File: src/rtl/mac_rst_seq.sv
module mac_rst_seq #(
  parameter int AW        = 8,
  parameter int DW        = 32,
  parameter int CLK_MHZ   = 100,
  parameter int SETTLE_NS = 500,
  parameter int HOLD_CYC  = 3,
  parameter int IDLE_TO   = 1000,
  parameter logic [AW-1:0] TX_CTL = 8'h10,
  parameter logic [AW-1:0] TX_STS = 8'h11,
  parameter logic [AW-1:0] TX_CLR = 8'h12,
  parameter logic [AW-1:0] RX_CTL = 8'h20,
  parameter logic [AW-1:0] RX_STS = 8'h21,
  parameter logic [AW-1:0] RX_CLR = 8'h22
) (
  input  logic          clk,
  input  logic          rst_n,
  input  logic          req_tx,
  input  logic          req_rx,
  input  logic          tx_clk_ok,
  input  logic          rx_clk_ok,
  output logic [AW-1:0] bus_addr,
  output logic          bus_wr,
  output logic          bus_rd,
  output logic [DW-1:0] bus_wdata,
  input  logic [DW-1:0] bus_rdata,
  input  logic          bus_wait,
  output logic          tx_rst_n,
  output logic          rx_rst_n,
  output logic          busy,
  output logic          done,
  output logic          idle_timeout
);
  localparam int HOLD_EFF   = (HOLD_CYC < 3) ? 3 : HOLD_CYC;
  localparam int SETTLE_CYC = (SETTLE_NS * CLK_MHZ + 999) / 1000;
  localparam int CMAX0      = (IDLE_TO > SETTLE_CYC) ? IDLE_TO : SETTLE_CYC;
  localparam int CMAX       = (CMAX0 > HOLD_EFF) ? CMAX0 : HOLD_EFF;
  localparam int CW         = $clog2(CMAX + 2);

  typedef enum logic [2:0] {S_IDLE, S_DIS, S_POLL, S_CLKW, S_HOLD, S_SETTLE, S_CLR, S_EN} st_t;

  st_t           st;
  logic [1:0]    sel;
  logic          cur, first, more, ack, clk_good;
  logic [CW-1:0] cnt;

  assign first    = ~sel[0];
  assign more     = ~cur & sel[1];
  assign ack      = (bus_wr | bus_rd) & ~bus_wait;
  assign clk_good = (tx_clk_ok | ~sel[0]) & (rx_clk_ok | ~sel[1]);
  assign busy     = (st != S_IDLE);
  assign bus_wr   = (st == S_DIS) | (st == S_CLR) | (st == S_EN);
  assign bus_rd   = (st == S_POLL);
  assign bus_wdata = DW'((st == S_DIS) | (st == S_CLR));

  always_comb begin
    case (st)
      S_DIS, S_EN: bus_addr = cur ? RX_CTL : TX_CTL;
      S_POLL:      bus_addr = cur ? RX_STS : TX_STS;
      S_CLR:       bus_addr = cur ? RX_CLR : TX_CLR;
      default:     bus_addr = '0;
    endcase
  end

  always_ff @(posedge clk or negedge rst_n) begin
    if (!rst_n) begin
      st <= S_IDLE; sel <= 2'b00; cur <= 1'b0; cnt <= '0;
      idle_timeout <= 1'b0; done <= 1'b0; tx_rst_n <= 1'b1; rx_rst_n <= 1'b1;
    end else begin
      done <= 1'b0;
      case (st)
        S_IDLE: if (req_tx | req_rx) begin
          sel <= {req_rx, req_tx}; cur <= ~req_tx; idle_timeout <= 1'b0; st <= S_DIS;
        end
        S_DIS: if (ack) begin
          cnt <= '0;
          if (more) cur <= 1'b1;
          else begin cur <= first; st <= S_POLL; end
        end
        S_POLL: begin
          if (cnt != '1) cnt <= cnt + CW'(1);
          if (ack && (!bus_rdata[8] || cnt >= CW'(IDLE_TO))) begin
            if (bus_rdata[8]) idle_timeout <= 1'b1;
            cnt <= '0;
            if (more) cur <= 1'b1;
            else st <= S_CLKW;
          end
        end
        S_CLKW: if (clk_good) begin
          tx_rst_n <= ~sel[0]; rx_rst_n <= ~sel[1]; cnt <= '0; st <= S_HOLD;
        end
        S_HOLD:
          if (cnt < CW'(HOLD_EFF - 1)) cnt <= cnt + CW'(1);
          else if (clk_good) begin
            tx_rst_n <= 1'b1; rx_rst_n <= 1'b1; cnt <= '0; st <= S_SETTLE;
          end
        S_SETTLE:
          if (cnt >= CW'(SETTLE_CYC - 1)) begin cur <= first; st <= S_CLR; end
          else cnt <= cnt + CW'(1);
        S_CLR: if (ack) begin
          if (more) cur <= 1'b1;
          else begin cur <= first; st <= S_EN; end
        end
        S_EN: if (ack) begin
          if (more) cur <= 1'b1;
          else begin st <= S_IDLE; done <= 1'b1; end
        end
        default: st <= S_IDLE;
      endcase
    end
  end

  logic [7:0] low_cyc;
  always_ff @(posedge clk or negedge rst_n) begin
    if (!rst_n) low_cyc <= '0;
    else if (tx_rst_n & rx_rst_n) low_cyc <= '0;
    else if (low_cyc != 8'hff) low_cyc <= low_cyc + 8'd1;
  end


  tx_fall_clk_chk: assert property (@(posedge clk) disable iff (!rst_n)
    $fell(tx_rst_n) |-> $past(tx_clk_ok));

  rx_fall_clk_chk: assert property (@(posedge clk) disable iff (!rst_n)
    $fell(rx_rst_n) |-> $past(rx_clk_ok));

  hold_min_chk: assert property (@(posedge clk) disable iff (!rst_n)
    ($rose(tx_rst_n) || $rose(rx_rst_n)) |-> (low_cyc >= 8'(HOLD_EFF)));

  rd_wr_excl_chk: assert property (@(posedge clk) disable iff (!rst_n)
    !(bus_wr && bus_rd));

  cmd_hold_chk: assert property (@(posedge clk) disable iff (!rst_n)
    ((bus_wr || bus_rd) && bus_wait) |=>
      ($stable(bus_addr) && $stable(bus_wdata) && $stable(bus_wr) && $stable(bus_rd)));

  done_idle_chk: assert property (@(posedge clk) disable iff (!rst_n)
    done |-> !busy);

  idle_rst_high_chk: assert property (@(posedge clk) disable iff (!rst_n)
    !busy |-> (tx_rst_n && rx_rst_n));
endmodule

File: config.mk
export PLATFORM = sky130hd
export DESIGN_NAME = mac_rst_seq
export DESIGN_NICKNAME = d
export VERILOG_FILES = /design/src/rtl/mac_rst_seq.sv
export SDC_FILE = /design/constraint.sdc
export NUM_CORES = 1
export LEC_CHECK = 0
export ABC_CLOCK_PERIOD_IN_PS = 2300
export BUFFER_PORTS_ARGS = -buffer_cell sky130_fd_sc_hd__buf_2
export CAP_MARGIN = 30
export CORE_UTILIZATION = 42
export CTS_CLUSTER_DIAMETER = 60
export DETAILED_ROUTE_END_ITERATION = 10
export PLACE_DENSITY = 0.77
export SYNTH_ARGS = -nofsm -noshare
export SYNTH_HDL_FRONTEND = slang
export SYNTH_SLANG_ARGS = --single-unit
File: constraint.sdc
create_clock -name clk -period 2.3 [get_ports clk]
set_clock_uncertainty 0.15 [all_clocks]
set_input_delay 0.23 -clock clk [delete_from_list [all_inputs] [get_ports clk]]
set_output_delay 0.23 -clock clk [all_outputs]
set_load 0.05 [all_outputs]
==> summary by stage, run 1 <==
Outcome
The flow ran to the end, but the final reports show violations. The checks that failed: negative setup slack.

Timing
The sum of negative setup slack is -0.133 ns. Setup repair after global routing could not meet its margin everywhere. In the post-route analysis, the smallest setup slack over all paths is -0.0478 ns. The number of failing setup endpoints in the final timing report is 5. The total count of hold-check failures in the final report was 0. The number of pins with negative max-slew slack in the final report is 0. The final critical-path required period is 2.35 ns. Static timing analysis puts the maximum clock frequency at between 0.4 and 0.5 GHz.

Of the available clock period, the critical path in the final layout requires 1.02.

Global routing
Summed over all layers, the global routing overflow is 0. The number of global-route vias before repair is 1478. The combined global-route utilization of all metal layers is 0.199. The first global-routing pass estimated 6.67 mm of wire.

The initial antenna violation count came to 0. The pin count of the biggest net entering global routing is 21.

Synth
The most used flip-flop cell after synthesis is dfrtp_1. The sequential fraction of the synthesis area is 0.284. The mean cell area of the mapped netlist is 8.52 um^2.

The proportion of register bits with asynchronous set or reset after synthesis is 1.00. Yosys attributes the largest share of cell area to dfrtp_1, buf_4, ha_1. In this run, synthesis inferred 0 flip-flops with an integrated enable.

In this run, synthesis produced a sequential element count of 20. After technology mapping, the gate count stands at between 200 and 250. The count of unique library cells instantiated by Yosys is 48. The area share of the largest cell type after synthesis is 0.254. The most numerous cell in the Yosys netlist is buf_4.

In this run the cell area of the synthesized design comes to 1770 um^2. Sorting the synthesized cells by how often they occur yields buf_4, dfrtp_1, nor2_1. The largest area contributor in the netlist is dfrtp_1. For this run, the number of Yosys warnings is 0.

Clock network
The number of buffers created by CTS is 3. The number of levels in the clock H-tree is 1. The clock latency at the later pin of the worst-skew pair is roughly 0.27 ns. Clock-pin slew was measured on the worst setup and hold paths at 0.08 ns. The maximum clock path buffer count is 2. TritonCTS built the clock tree. The buffer cell driving the clock tree root is clkbuf_8. The count of clock tree sinks is 20.

Die
The area of the core region is 4030 um^2. The starting density of the core is 0.440. The die covers 4480 um^2. The initialized floorplan defines 23 standard-cell rows. The die is 67.0 um wide.

The total I/O pin count is 86. The die is between 60 and 70 um tall.

Route
The final routed wire length divided by cell count is 13.9 um. Using the TritonRoute via totals, the vias-per-cell ratio works out to 5.19. The first detailed-routing pass took 4 iterations.

Once detail routing completed, the nets flagged for antenna violations numbered 0. The routed layout has ~1.6k vias. The total wire length is 4.40 mm.

The number of DRC markers after the initial detailed-route iteration is a little over 80. The DRC violation count after routing is 0.

Placement
At the end of routability-driven placement, the weighted congestion stood at 0.881. In this run the tool buffered the top-level ports with 19 buffer cells. Prior to clock tree synthesis, the placed netlist has a worst setup slack of -0.122 ns. The HPWL after detailed placement is 2.97 mm.

Worst setup path
The data arrival time of the worst path is between 2 and 2.5 ns. The critical path goes through or4_4 -> o41ai_4 -> buf_4 -> and3b_2 -> o31ai_1 -> o41ai_1. The worst reg2reg path startpoint is cnt[4].

Along the worst path, the maximum fanout reaches 4. The category of the critical setup timing path is reg -> reg. The launch point of the critical path is cnt[4]. The worst setup path is launched from a register. In this design, the stage delay of the slowest critical-path cell is 0.57 ns. The number of cell instances on the worst register-to-register path is 6.

STA puts the critical path data required time at 2.30 ns. The slowest stage cell on the critical path is or4_4. The capturing element type of the critical path is a register.

Finish
The register area is 504 um^2. The fill cell total of the finished layout is 353. After the last flow step, the layout net total stands at 315. Once layout is complete, the utilization of the core stands at 0.558. Compared with the post-synthesis result, the final layout area differs by 27.0%. The multi-input gate area in the final layout is between 1000 and 1500 um^2. The proportion of layout cells with a drive suffix above 1 is 0.376. 0 antenna diodes ended up in the layout.

Job
The tool flagged a number of max-cap violations equal to 0.

Pwr
The power per standard cell area is 1430 nW/um^2. The highest ir drop seen on vdd is between 0.6 and 0.7 mV. The leakage component of the power is 1.11 nW.

Min path
Along the worst hold path, the cell count comes to 3. In this run the most critical hold path is launched from req_rx. The type of the tightest min-delay check is in -> reg.
path summary, 6_finish.rpt:
kind / slack, ns / endpoint
worst max-delay path: -0.05 / cnt[7]
worst min register to register: 0.33 / rx_rst_n
min in group asynchronous: 0.30 / st[1]
max in group asynchronous: 1.34 / st[2]
worst max register to register: -0.05 / cnt[7]
worst min-delay path: 0.04 / sel[1]
where the power goes:
group	internal [mW]	switching, mW	leakage (nW)
Clock	0.153	0.131	0.0288
Sequential	0.467	0.106	0.255
Combinational	0.975	1.38	0.831
critical path, delay by kind of cell, from the launching register on:
kind | cells | cell delay [ns]
AND/OR/NAND/NOR | 2 | 0.81
AO/OA/AOI/OAI | 3 | 0.70
flip-flops | 1 | 0.39
buffers and inverters | 1 | 0.18
metrics by stage:
| stage | instances | instance area (um^2) | hold WS (ns) | power (mW) |
|---|---|---|---|---|
| global route | 316 | 2250 | 0.0566 | 3.44 |
| CTS | 310 | 2130 | 0.0358 | 3.02 |
| finish | 316 | 2250 | 0.0371 | 3.21 |
| detailed placement | 302 | 2030 | 0.0701 | 2.68 |
| floorplan | 242 | 1930 | -0.216 | 2.13 |
| global placement | 302 | 2030 | 0.0609 | 2.64 |
logic make-up after synthesis:
| kind of cell | count (synthesis) | share of synthesized area |
|---|---|---|
| AOI/OAI and AO/OA | 51 | 0.218 |
| DFF | 20 | 0.284 |
| muxes | 5 | 0.0311 |
| adders and majority gates | 9 | 0.0636 |
| other | 1 | 0.00212 |
| buffers and inverters | 52 | 0.191 |
| and+or+nand+nor | 70 | 0.211 |
sequential cells by signal, indices dropped and copies added (netlist names):
register      flops
cnt              10
st                3
sel               2
cur               1
done              1
idle_timeout      1
rx_rst_n          1
tx_rst_n          1
cell type report:
class / instances / area share
Clock buffer: 4 / 0.0245
Sequential cell: 20 / 0.224
Tap cell: 50 / 0.0278
Inverter: 10 / 0.0184
Multi-Input combinational cell: 171 / 0.522
Timing Repair Buffer: 61 / 0.184
metal layers:
| metal | share of wire | track usage | vias to the layer above |
|---|---|---|---|
| li1 | - | - | 796 |
| met1 | 0.44 | 0.248 | 771 |
| met2 | 0.48 | 0.327 | 62 |
| met3 | 0.058 | 0.0394 | 11 |
| met4 | 0.023 | 0.0878 | 0 |
| met5 | 0 | 0 | - |
placed cells by master, fill, tap and decap left out, types with 3 or more instances in the layout:
master,n
buf_4,41
conb_1,35
buf_2,19
dfrtp_1,17
nor2_1,16
nand2_1,14
inv_1,7
o21ai_0,6
nand3_1,5
a211o_1,5
a21oi_1,5
ha_1,5
nand2b_1,4
mux2_2,4
nand4_1,4
a31oi_1,4
o21ai_1,4
clkbuf_8,4
and2_1,3
nor2b_1,3
nor3_1,3
nor4_1,3
a22o_1,3
o41ai_1,3
ha_2,3
what timing repair did:
| action | CTS | global route |
|---|---|---|
| pin swaps | 2 | 5 |
| hold buffers | 1 | 0 |
| endpoints found under the setup margin | 12 | 17 |
| endpoints found under the hold margin | 18 | 0 |
| resized for setup | 3 | 20 |
| gates cloned | 1 | 0 |
| setup buffers | 2 | 6 |
Power figures use the tool's default switching activity.
==> run 2, diff against run 1 <==
--- a/config.mk
+++ b/config.mk
@@ -8,10 +8,11 @@
 export ABC_CLOCK_PERIOD_IN_PS = 2300
 export BUFFER_PORTS_ARGS = -buffer_cell sky130_fd_sc_hd__buf_2
 export CAP_MARGIN = 30
-export CORE_UTILIZATION = 42
+export CORE_UTILIZATION = 43
+export CTS_BUF_LIST = sky130_fd_sc_hd__clkbuf_2
 export CTS_CLUSTER_DIAMETER = 60
 export DETAILED_ROUTE_END_ITERATION = 10
-export PLACE_DENSITY = 0.77
+export PLACE_DENSITY = 0.78
 export SYNTH_ARGS = -nofsm -noshare
 export SYNTH_HDL_FRONTEND = slang
 export SYNTH_SLANG_ARGS = --single-unit
==> run 2 against run 1 <==
Compared with the run above: the flow still finishes with violations (negative setup slack); global-route usage increased by 0.60 points; critical path depth is the same; total power fell by 0.97%; design area grew 0.72%; wire length rose by 7.0%; via count increased by 6.2%; final cell count down 0.32%; sequential share of layout area is 0.16 points lower; core utilization increased by 3.8 points; combinational power grew 4%; critical path type unchanged.
==> summary by stage, run 2 (same netlist as run 1, synthesis figures left out) <==
Placement
The number of port buffers was 19 (unchanged). The weighted congestion at the end of routability-driven global placement is 0.855 (-3.0%). The HPWL after detailed placement was 3.16 mm (+6.3%).

Route
The DRC violation count after routing was 0 (unchanged). The number of DRC markers after the initial detailed-route iteration is 104 (+28%). The total wire length is 4.71 mm (+7.0%).

The count of antenna-violating nets left after detailed routing came to 0 (unchanged). The final routed wire length divided by cell count came to 14.9 um (+7.3%). The average vias per placed instance is 5.53 (+6.5%). The number of optimization iterations in the first detailed-route pass is 4 (unchanged). The overall via count from detail_route was 1741 (+6.2%).

Die
The die boundary height is 66.2 um (-1.1%). The total I/O pin count is 86 (unchanged). The floorplan row count is 22 (-4.3%). The floorplan die area is 4380 um^2 (-2.3%). The width of the die is 66.2 um (-1.1%). The area of the core region is 3800 um^2 (-5.7%). The starting density of the core is 0.466 (+0.0267).

Clock network
The CTS tree is built. The post-CTS clock slew at the launch and capture registers of the worst setup and hold paths was 0.18 ns (+0.10 ns). The clock latency at the later pin of the worst-skew pair is 0.36 ns (+0.09 ns). The number of buffers created by CTS is 3 (unchanged). The buffer cell driving the clock tree root is clkbuf_2. The count of clock tree sinks was 20 (unchanged). The maximum clock path buffer count is 2 (unchanged). The number of levels in the clock H-tree is 1 (unchanged).

Global routing
The number of global-route vias before repair is 1556 (+5.3%). The global-route wire length before repair is 6.81 mm (+2.2%). met2 is the most crowded layer. The initial antenna violation count is 0 (unchanged). The global-route track usage on met1 is 0.239 (-0.00843). The met2 track demand over resource in global routing is 0.369 (+0.0416).

The final global-route overflow total is 0 (unchanged). The pin count of the biggest net entering global routing is 21 (unchanged). The fraction of met3 tracks used by global routing is 0.0241 (-0.0152). The combined global-route utilization of all metal layers is 0.205 (+0.00599).

Finish
The library cell used most frequently in the layout, excluding fill and tap cells, is buf_4. The multi-input gate area in the final layout is 1200 um^2 (+2.6%). More flip-flops sit in one register than any other, and that register is cnt. The proportion of layout cells with a drive suffix above 1 is 0.378 (+0.00234). The count of inserted antenna diode cells is 0 (unchanged). In the layout the commonest cells are buf_4, conb_1, dfrtp_1, buf_2, nor2_1.

The register area is 504 um^2 (unchanged). The post-route core utilization came to 0.597 (+0.0381). The area added between synthesis and finish is 27.9%.

The largest registers in the layout are cnt: 10 flops, st: 3 flops, sel: 2 flops. The final net count was 316 (+0.32%). The flip-flop count of the largest register after layout is 10 (unchanged).

The fill cell total of the finished layout was 338 (-4.2%).

Timing
The number of pins with negative max-slew slack in the final report came to 0 (unchanged). The total count of hold-check failures in the final report is 0 (unchanged). The highest attainable clock frequency is 0.409 GHz (-3.9%).

The number of failing setup endpoints in the final timing report was 9 (+4). Setup repair after global routing could not meet its margin everywhere. The sum of negative setup slack is -0.679 ns (-0.546 ns).

Headroom to the max-slew limit came out at 0.594. The transition time of the tightest slew-check pin is 0.608 ns. The worst-case hold slack is 0.0879 ns (+0.0508 ns). The final critical-path required period is 2.44 ns (+0.0952 ns). The ratio of final minimum period to clock period is 1.06 (+0.0414). The minimum setup slack in the final design is -0.143 ns (-0.0952 ns).

Outcome
The run finished, with violations left. The final reports fail on negative setup slack.

Worst setup path
The data arrival time of the worst path is 2.52 ns (+0.17 ns). The number of cell instances on the worst register-to-register path is 6 (unchanged). The peak fanout along the critical path was 4 (unchanged).

The slack of the worst reg-to-reg path is -0.14 ns (-0.10 ns). The biggest cell delay along the critical path is 0.57 ns (about the same). The worst setup path is launched from a register. The required time of the critical path is 2.38 ns (+0.08 ns). The worst register-to-register path begins at cnt[9]. The slowest stage cell on the critical path is or4_4.

Traced cell by cell, the critical path runs through or4_4 -> o41ai_4 -> buf_4 -> and3b_2 -> o31ai_2 -> o41ai_2. The critical path is of the reg -> reg type. The reg-to-reg critical path endpoint is cnt[7]. The capturing element type of the critical path is a register.

Min path
The startpoint of the worst hold path is bus_rdata[8]. The worst hold path depth is 3 (unchanged). In this run the worst hold path is classified as in -> reg. The path with the worst hold slack has its endpoint at idle_timeout.

Pwr
The leakage component of the power is 1.12 nW (+0.32%). The highest ir drop seen on vdd is 0.451 mV (-28%). The power per standard cell area is 1410 nW/um^2 (-1.7%).

Job
The number of max-cap violations was 0 (unchanged).
## run 2: power breakdown
group | leakage [nW] | internal [mW] | switching (mW)
logic | 0.846 | 0.991 | 1.45
clock network | 0.0166 | 0.0459 | 0.120
registers | 0.255 | 0.466 | 0.106
total | 1.12 | 1.50 | 1.68
## run 2: repair_timing
item | in CTS | in global routing
hold buffers | 4 | 0
resized for setup | 9 | 25
setup buffers | 5 | 4
pin swaps | 2 | 7
setup endpoints to repair | 11 | 17
gates cloned | 1 | 0
hold endpoints to repair | 21 | 0
## run 2: area by class of cell
class                   count  share of cell area
repair buffers             62               0.193
clock buffers               4             0.00883
flip-flops and latches     20               0.223
inverters                  10              0.0182
multi-input cells         171               0.531
well taps                  48              0.0265
## run 2: critical path, delay by kind of cell (launching register included)
kind            cells  cell delay [ns]
simple gates        2             0.82
compound gates      3             0.78
flops               1             0.41
buf+inv             1             0.18
## run 2: per-stage QoR
step | setup WS, ns | cells | total power, mW | instance area, um^2
6_report | -0.143 | 315 | 3.18 | 2270
5_1_grt | -0.255 | 315 | 3.39 | 2270
4_1_cts | -0.0491 | 311 | 2.92 | 2140
3_5_place_dp | -0.117 | 297 | 2.64 | 2000
3_3_place_gp | -0.0872 | 297 | 2.60 | 2000
2_1_floorplan | -0.0611 | 242 | 2.13 | 1930
## run 2: worst max path at each step
| stage | startpoint | end | slack [ns] | cells after the start |
|---|---|---|---|---|
| floorplan | st[0] | st[1] | -0.06 | 9 |
| global placement | cnt[9] | cnt[3] | -0.09 | 5 |
| detailed placement | cnt[9] | cnt[3] | -0.12 | 5 |
| CTS | cnt[4] | cnt[3] | -0.05 | 5 |
| global route | cnt[9] | cnt[7] | -0.25 | 6 |
| finish | cnt[9] | cnt[7] | -0.14 | 6 |
## run 2: per-layer routing
layer / vias to the layer above / part of all wire
met5: - / 0
met4: 0 / 0.021
met3: 13 / 0.072
met2: 100 / 0.52
met1: 832 / 0.39
li1: 796 / -
